### src/rtl/field_ldst_unit.sv
module field_ldst_unit #(
  parameter int BYTE_W    = 6,
  parameter int NBYTES    = 5,
  parameter int IDX_BYTES = 2,
  localparam int MAG_W    = BYTE_W * NBYTES,
  localparam int WORD_W   = MAG_W + 1
) (
  input  logic              clk,
  input  logic              rst_n,
  input  logic              valid_i,
  input  logic [2:0]        op_i,
  input  logic [5:0]        fspec_i,
  input  logic [WORD_W-1:0] mem_i,
  input  logic [WORD_W-1:0] reg_i,
  output logic              valid_o,
  output logic              err_o,
  output logic [WORD_W-1:0] result_o
);
  localparam logic [2:0] OP_LD = 3'd0, OP_LDN = 3'd1, OP_ST = 3'd2,
                         OP_STI = 3'd3, OP_STJ = 3'd4, OP_STZ = 3'd5;
  localparam int IDX_W = IDX_BYTES * BYTE_W;

  logic [2:0] lpos, rpos, lo;
  logic       legal, is_load;
  int         sh;
  logic [MAG_W-1:0] mask, mem_mag, src_mag, ld_mag, st_mag;
  logic             src_sign, ld_sign, st_sign;
  logic [WORD_W-1:0] nxt;

  assign lpos    = fspec_i[5:3];
  assign rpos    = fspec_i[2:0];
  assign lo      = (lpos == 3'd0) ? 3'd1 : lpos;
  assign legal   = (lpos <= rpos) && (int'(rpos) <= NBYTES) && (op_i <= OP_STZ);
  assign is_load = (op_i == OP_LD) || (op_i == OP_LDN);
  assign sh      = legal ? (NBYTES - int'(rpos)) * BYTE_W : 0;
  assign mem_mag = mem_i[MAG_W-1:0];

  always_comb begin
    mask = '0;
    for (int k = 1; k <= NBYTES; k++)
      if (k >= int'(lo) && k <= int'(rpos))
        mask[(NBYTES-k)*BYTE_W +: BYTE_W] = {BYTE_W{1'b1}};
  end

  always_comb begin
    src_sign = reg_i[MAG_W];
    src_mag  = reg_i[MAG_W-1:0];
    case (op_i)
      OP_STI: src_mag = {{(MAG_W-IDX_W){1'b0}}, reg_i[IDX_W-1:0]};
      OP_STJ: begin
        src_sign = 1'b0;
        src_mag  = {{(MAG_W-IDX_W){1'b0}}, reg_i[IDX_W-1:0]};
      end
      OP_STZ: begin
        src_sign = 1'b0;
        src_mag  = '0;
      end
      default: ;
    endcase
  end

  assign ld_mag  = (mem_mag & mask) >> sh;
  assign ld_sign = ((lpos == 3'd0) ? mem_i[MAG_W] : 1'b0) ^ (op_i == OP_LDN);
  assign st_mag  = (mem_mag & ~mask) | ((src_mag << sh) & mask);
  assign st_sign = (lpos == 3'd0) ? src_sign : mem_i[MAG_W];
  assign nxt     = is_load ? {ld_sign, ld_mag} : {st_sign, st_mag};

  always_ff @(posedge clk or negedge rst_n) begin
    if (!rst_n) begin
      valid_o  <= 1'b0;
      err_o    <= 1'b0;
      result_o <= '0;
    end else begin
      valid_o <= valid_i;
      err_o   <= valid_i && !legal;
      if (valid_i && legal) result_o <= nxt;
    end
  end
endmodule


### config.mk
export PLATFORM = sky130hd
export DESIGN_NAME = field_ldst_unit
export DESIGN_NICKNAME = d
export VERILOG_FILES = /design/src/rtl/field_ldst_unit.sv
export SDC_FILE = /design/constraint.sdc
export NUM_CORES = 1
export LEC_CHECK = 0
export ABC_AREA = 1
export BUFFER_PORTS_ARGS = -buffer_cell sky130_fd_sc_hd__buf_2
export CAP_MARGIN = 40
export CORE_MARGIN = 5
export CORE_UTILIZATION = 60
export DETAILED_ROUTE_END_ITERATION = 7
export HOLD_SLACK_MARGIN = 0.05
export PLACE_DENSITY = 0.85
export SLEW_MARGIN = 5
export SYNTH_ARGS = -nofsm -noshare
export SYNTH_HDL_FRONTEND = slang
export SYNTH_SLANG_ARGS = --single-unit
### constraint.sdc
create_clock -name clk -period 1.4 [get_ports clk]
set_input_delay 0.14 -clock clk [delete_from_list [all_inputs] [get_ports clk]]
set_output_delay 0.14 -clock clk [all_outputs]
set_load 0.01 [all_outputs]
==> results of run 1 <==
==> repair_timing <==
item / in CTS / in global routing
hold buffers: 2 / 0
resized for setup: 50 / 65
hold endpoints to repair: 34 / 0
endpoints found under the setup margin: 31 / 31
cloned: 2 / 0
setup buffers: 7 / 8
pin swaps: 13 / 14
==> power by group through the flow <==
stage	combinational, mW	clock (mW)	sequential (mW)
3_3_place_gp	3.42	0	1.40
6_report	3.98	0.980	1.42
5_1_grt	4.29	1.01	1.45
4_1_cts	3.64	0.975	1.41
3_5_place_dp	3.47	0	1.42
2_1_floorplan	2.01	0	1.52
==> cell families (layout without fill, tap and decap cells) <==
family                     Yosys count  after routing
and+or+nand+nor                    652            652
buffers and inverters              149            334
AOI/OAI and AO/OA                  113            113
DFF                                 33             33
adders and majority gates           12             12
xor gates and xnor gates             3              3
==> cells in the final DEF (no fill, tap or decap), drive strengths merged, types with 2 or more instances in the layout <==
master and n:
nand4 4, o22ai 2, dfrtp 33, o21a 4, dlygate4sd3 2, a21boi 8, o211ai 11, clkinv 3
a2bb2oi 4, buf 235, a31oi 2, o21ai 40, a21oi 41, clkbuf 7, ha 12, nand2 324
nand3 255, nor2 52, or2 16, inv 85, xnor2 2
==> worst max-delay path, stage by stage <==
cell and delay (ns):
buf_8 0.08, clkinvlp_4 0.16, ha_4 0.27, xnor2_2 0.13, ha_2 0.19, ha_4 0.15
a21oi_2 0.11, xor2_1 0.20, nor2_2 0.07, inv_2 0.10, nand2_4 0.07, nor2_4 0.12
buf_12 0.17, buf_6 0.12, nand3_2 0.06, nand2_1 0.06, inv_1 0.05, a21oi_2 0.11
==> routing by layer <==
layer | routed length (um) | vias to the layer above | track usage [%] | share of wire, %
li1 | - | 3540 | - | -
met1 | 8176 | 3379 | 51.24 | 37
met2 | 9746 | 597 | 63.69 | 44
met3 | 2680 | 159 | 7.848 | 12
met4 | 1475 | 0 | 19.02 | 6.7
met5 | 0 | - | 0 | 0
==> worst paths after layout <==
kind,cells after the start,start,end
hold reg to reg,2,result_o[30]$_DFFE_PN0P_,result_o[30]$_DFFE_PN0P_
hold / removal,5,mem_i[27],result_o[27]$_DFFE_PN0P_
setup reg to reg,2,result_o[14]$_DFFE_PN0P_,result_o[14]$_DFFE_PN0P_
min in group asynchronous,3,rst_n,result_o[29]$_DFFE_PN0P_
setup / recovery,18,fspec_i[1],result_o[29]$_DFFE_PN0P_
max in group asynchronous,3,rst_n,result_o[4]$_DFFE_PN0P_
==> registers in the layout, summed over array words and instances (netlist names) <==
name and flops:
err_o 1, valid_o 1, result_o 31
==> final cells by class <==
cell class / count / area [um^2]
sequential: 33 / 825.8
multi-input combinational: 780 / 4165
clock buffer: 7 / 86.33
fill: 581 / 1256
clock inverter: 1 / 30.03
timing repair inverter: 1 / 5.005
inverter: 88 / 352.8
tap: 108 / 135.1
timing repair buffer: 237 / 1737
==> stage by stage <==
step,hold slack [ns],TNS [ns],util [%],power (mW),instance area [um^2]
global placement,0.1871,-28.73,76.92,4.825,6610
detailed placement,0.1985,-30.36,76.92,4.885,6610
floorplan,-0.1556,-18.19,-,3.530,5333
finish,0.2153,-21.15,85.38,6.381,7337
global route,0.2399,-24.10,85.38,6.750,7337
CTS,0.1904,-18.03,81.74,6.025,7024
==> results.yml, run 1 <==
status:
  status: "finished, violations left"
  violations: "DRC, setup timing"
clock_tree:
  clkSinkCount: 33
  ctsLongestPathBuffers: 2
  clock_latency_ns: 0.29
  htree_levels: 2
  cts_tree: "built"
  numCtsBuffers: 5
  clock_tree.root_cell: "clkbuf_8"
  clkTransAtPathRegs_ns: 0.08
timing:
  relSlewSlack_pct: 69.03
  tightest_slew_ns: 0.4645
  drv_slew: 0
  fin_skew_ns: 0
  layout_worst_path_cycle_share_pct: 153.1
  fin_ws_ns: -0.7438
  fin_crit_ns: 2.144
  setup_viol: 31
  finalHoldViolations: 0
  fmax_mhz: 466.5
  rsz0062_at_grt: "true"
drt:
  avgViaCountPerCell: 6.116
  drc: 8
  wire_per_inst_um: 17.59
  wirelength_um: 22080
  drt_iter0_markers: 1047
  vias: 7675
  drt_first_pass_iters: 8
  ant_nets: 0
synthesis:
  synthesis.instances: 962
  netlist_area_mm2: 0.005200
  yosysWarnings: 0
  mappedNetlistNets: 1048
  synth_top_area_share_pct: 24.35
  avgSynthCellArea_um2: 5.405
  synth_most_common_cell: "nand2_1"
  synthTopCellsByCount: "nand2_1 (320), nand3_1 (253), inv_1 (79)"
  async_reset_ff_share_pct: 100.0
  ys_top_cells_by_area: "nand3_1 (24%), nand2_1 (23%), dfrtp_1 (16%), inv_1 (5.7%), a21oi_1 (3.8%)"
  synthMuxAreaShare_pct: 0
  ys_types: 34
  synth_top_family_by_area: "simple AND/OR/NAND/NOR gates"
  yosys.area_share.xor_xnor_pct: 0.5053
  synth-simple-area-share_pct: 55.00
  ys.flop_type: "dfrtp_1"
  synth_compound_area_share_pct: 12.63
  ys_ff_latch: 33
  synth-seq-area-share_pct: 15.88
  synth_edf_count: 0
  synth_top_area_cell: "nand3_1"
  synth_fa_ha_area_share_pct: 2.887
setup_path:
  reg2reg_slack_ns: 0.42
  start_kind: "input port"
  worstSetupEndpointType: "flip-flop"
  worst-path-max-fanout: 19
  critPathArrivalTime_ns: 2.37
  crit_type: "input port to flip-flop"
  cp.required_ns: 1.63
floorplanning:
  die_x_um: 103.1
  dieHeight_um: 103.1
  design.die.area_mm2: 0.01063
  num_rows: 34
  io_pins: 107
  core_area_mm2: 0.008593
  initial_core_util_pct: 60.51
run:
  cap_violations: 0
power_and_ir_drop:
  ir_drop_uv: 797.7
  p_leak_nw: 3.986
  sequentialPowerShare_pct: 22.3
  power_switching_mw: 2.925
  power_frac_comb_pct: 62.4
  p_clk_share_pct: 15.4
  swShare_pct: 45.83
  internal_power_mw: 3.457
  power.density_mw_per_mm2: 869.8
place:
  dp_hpwl_um: 15800
  pre_cts_slack_ns: -1.037
  dpl.cell_count: 1228
  gp_congestion: 1.077
  numPortBuffers: 106
global_route:
  grt_usage_pct: 39.78
  grt_pass1_wl_um: 33340
  antenna_found_initial: 0
  first_global_vias: 6877
  grt_max_degree: 47
  grt_overflow: 0
layout:
  stdcell_count: 1255
  final_nets: 1232
  area.growth.synth_to_final_pct: 41.10
  layout-drive-gt1-share_pct: 32.87
  num_antenna_cells: 0
worst_hold_path:
  hp-class: "input port to flip-flop"
Note: power is estimated with default switching activity, not from simulation.
==> inputs of run 2 (changes only) <==
- CORE_UTILIZATION: 60 -> 57
- PLACE_DENSITY: 0.85 -> 0.82
- clock period: 1.4 -> 2.15 ns (I/O delays scaled with it)
==> run 2 against run 1 <==
  * Worst setup slack gained 0.64 ns
  * Critical path depth shrank 1
  * Combinational power shrank 36%
  * Critical path type unchanged
  * The run ends with setup timing left
  * Count of clock-buffer cells in the layout shrank 2
  * Design area shrank 2.4%
  * Non-clock buffer count shrank 24
  * First-iteration DRC count shrank 7.2%
  * Clock power shrank 51%
  * Via count shrank 3.8%
  * Utilization shrank 4.1 points
  * Sequential power shrank 36%
==> results.yml, run 2 (synthesized netlist as in run 1, its figures left out) <==
power_and_ir_drop:
  power_switching_mw: 1.851
  swShare_pct: 47.10
  p_total_mw: 3.930
  p_clk_share_pct: 12.3
  p_leak_nw: 3.881
  power.density_mw_per_mm2: 548.8
  ir_drop_uv: 512.7
  internal_power_mw: 2.079
  sequentialPowerShare_pct: 23.0
  power_frac_comb_pct: 64.7
clock_tree:
  clock_latency_ns: 0.29
  clkTransAtPathRegs_ns: 0.08
  ctsLongestPathBuffers: 2
  numCtsBuffers: 5
  htree_levels: 2
  cts_tree: "built"
  clock_tree.root_cell: "clkbuf_8"
  clkSinkCount: 33
worst_hold_path:
  min_path_cells: 3
  min_to: "result_o[14]$_DFFE_PN0P_"
  hp-class: "input port to flip-flop"
  min_from: "mem_i[14]"
status:
  violations: "setup timing"
  status: "finished, violations left"
place:
  numPortBuffers: 106
  dpl.cell_count: 1209
  gp_congestion: 1.055
  dp_hpwl_um: 14950
setup_path:
  crit_type: "input port to flip-flop"
  reg2reg_slack_ns: 1.22
  cp.required_ns: 2.37
  cp_slowest_cell: "ha_4"
  crit_family: "adder cells"
  start_kind: "input port"
  cp-startpoint: "fspec_i[1]"
  worst_r2r_startpoint: "result_o[14]$_DFFE_PN0P_"
  reg2reg_depth: 2
  cpMostUsedCell: "ha_4"
  worstSetupEndpointType: "flip-flop"
  path_cells: "buf_8, clkinvlp_4, ha_4, xnor2_2, ha_2, ha_4, a21oi_4, xor2_1, nor2_2, inv_2, nand2_4, nor2_4, buf_6, inv_6, o21ai_2, a21oi_2, nor2_1"
  cp_num_buf_inv: 5
  critPathArrivalTime_ns: 2.47
  worst-path-max-fanout: 7
  crit_path_max_incr_delay_ns: 0.25
  r2r-end: "result_o[14]$_DFFE_PN0P_"
global_route:
  first_global_vias: 6758
  antenna_found_initial: 0
  grt_max_degree: 34
  grt_usage_pct: 35.25
  grt_overflow: 0
  grt_pass1_wl_um: 32380
drt:
  drc: 0
  vias: 7387
  wire_per_inst_um: 16.63
  drt_first_pass_iters: 8
  drt_iter0_markers: 972
  ant_nets: 0
  wirelength_um: 20470
  avgViaCountPerCell: 6.001
timing:
  tightest_slew_ns: 0.7706
  finalHoldViolations: 0
  fin_crit_ns: 2.252
  fmax_mhz: 444.0
  setup_viol: 26
  rsz0062_at_grt: "true"
  drv_slew: 0
  layout_worst_path_cycle_share_pct: 104.8
  fin_skew_ns: 0
  fin_ws_ns: -0.1024
  relSlewSlack_pct: 48.63
run:
  cap_violations: 0
layout:
  num_antenna_cells: 0
  final_nets: 1208
  area.growth.synth_to_final_pct: 37.73
  fin_util_pct: 81.33
  largest_reg_flops: 31
  nFillCells: 679
  largest_register: "result_o"
  layout_common_cells: "nand2_1 (295), nand3_1 (223), buf_2 (105)"
  final_common_cell: "nand2_1"
  stdcell_count: 1231
  layout-drive-gt1-share_pct: 32.32
  reg.largest.list: "result_o (31), err_o (1), valid_o (1)"
floorplanning:
  io_pins: 107
  dieHeight_um: 105.5
  num_rows: 34
  core_area_mm2: 0.008806
  die_x_um: 105.5
  initial_core_util_pct: 59.05
  design.die.area_mm2: 0.01113
[run 2: repair_timing]
item,in CTS,in global routing
pin swaps,29,45
cloned,4,0
setup endpoints to repair,30,30
gates resized for setup,47,98
hold endpoints to repair,34,0
hold buffers,2,0
setup buffers,4,5
[run 2: power groups by stage]
stage               clock network, mW  registers [mW]  logic (mW)
CTS                             0.489           0.898        2.32
floorplan                           0           0.993        1.27
global placement                    0           0.901        2.18
finish                          0.485           0.904        2.54
global route                    0.518           0.929        2.75
detailed placement                  0           0.905        2.21
[run 2: area by class of cell]
type                    instances  area (um^2)  share of cell area, %
repair buffers                213         1579                  22.05
flip-flops and latches         33        825.8                  11.53
clock inverters                 3        17.52                 0.2446
clock buffers                   5        68.82                 0.9609
well taps                     108        135.1                  1.887
inverters                      88        347.8                  4.857
multi-input cells             780         4183                  58.40
repair inverters                1        5.005                0.06988
[run 2: how the worst max path moves through the flow]
stage	to	depth (start not counted)
global route	result_o[27]$_DFFE_PN0P_	19
floorplan	result_o[23]$_DFFE_PN0P_	16
global placement	result_o[10]$_DFFE_PN0P_	17
finish	result_o[22]$_DFFE_PN0P_	17
CTS	result_o[9]$_DFFE_PN0P_	17
detailed placement	result_o[26]$_DFFE_PN0P_	17
[run 2: tightest hold or removal path: cells and delay by family]
kind,cells,cell delay [ns]
buf+inv,1,0.09
compound gates,2,0.19
[run 2: through the flow]
stage	setup slack (ns)	hold slack, ns	TNS, ns	cell area (um^2)
3_3_place_gp	-0.3505	0.3096	-8.747	6400
3_5_place_dp	-0.4330	0.3217	-10.72	6400
4_1_cts	-0.04838	0.2548	-0.1973	6770
6_report	-0.1024	0.2349	-0.8719	7162
2_1_floorplan	-0.02084	-0.08059	-0.1269	5230
5_1_grt	-0.1993	0.2528	-3.917	7162
[run 2: per-layer routing]
metal | vias to the layer above | GRT usage, % | share of wire (%)
li1 | 3484 | - | -
met1 | 3233 | 46.55 | 38
met2 | 553 | 57.38 | 45
met3 | 117 | 7.579 | 13
met4 | 0 | 11.66 | 4.4
met5 | - | 0 | 0
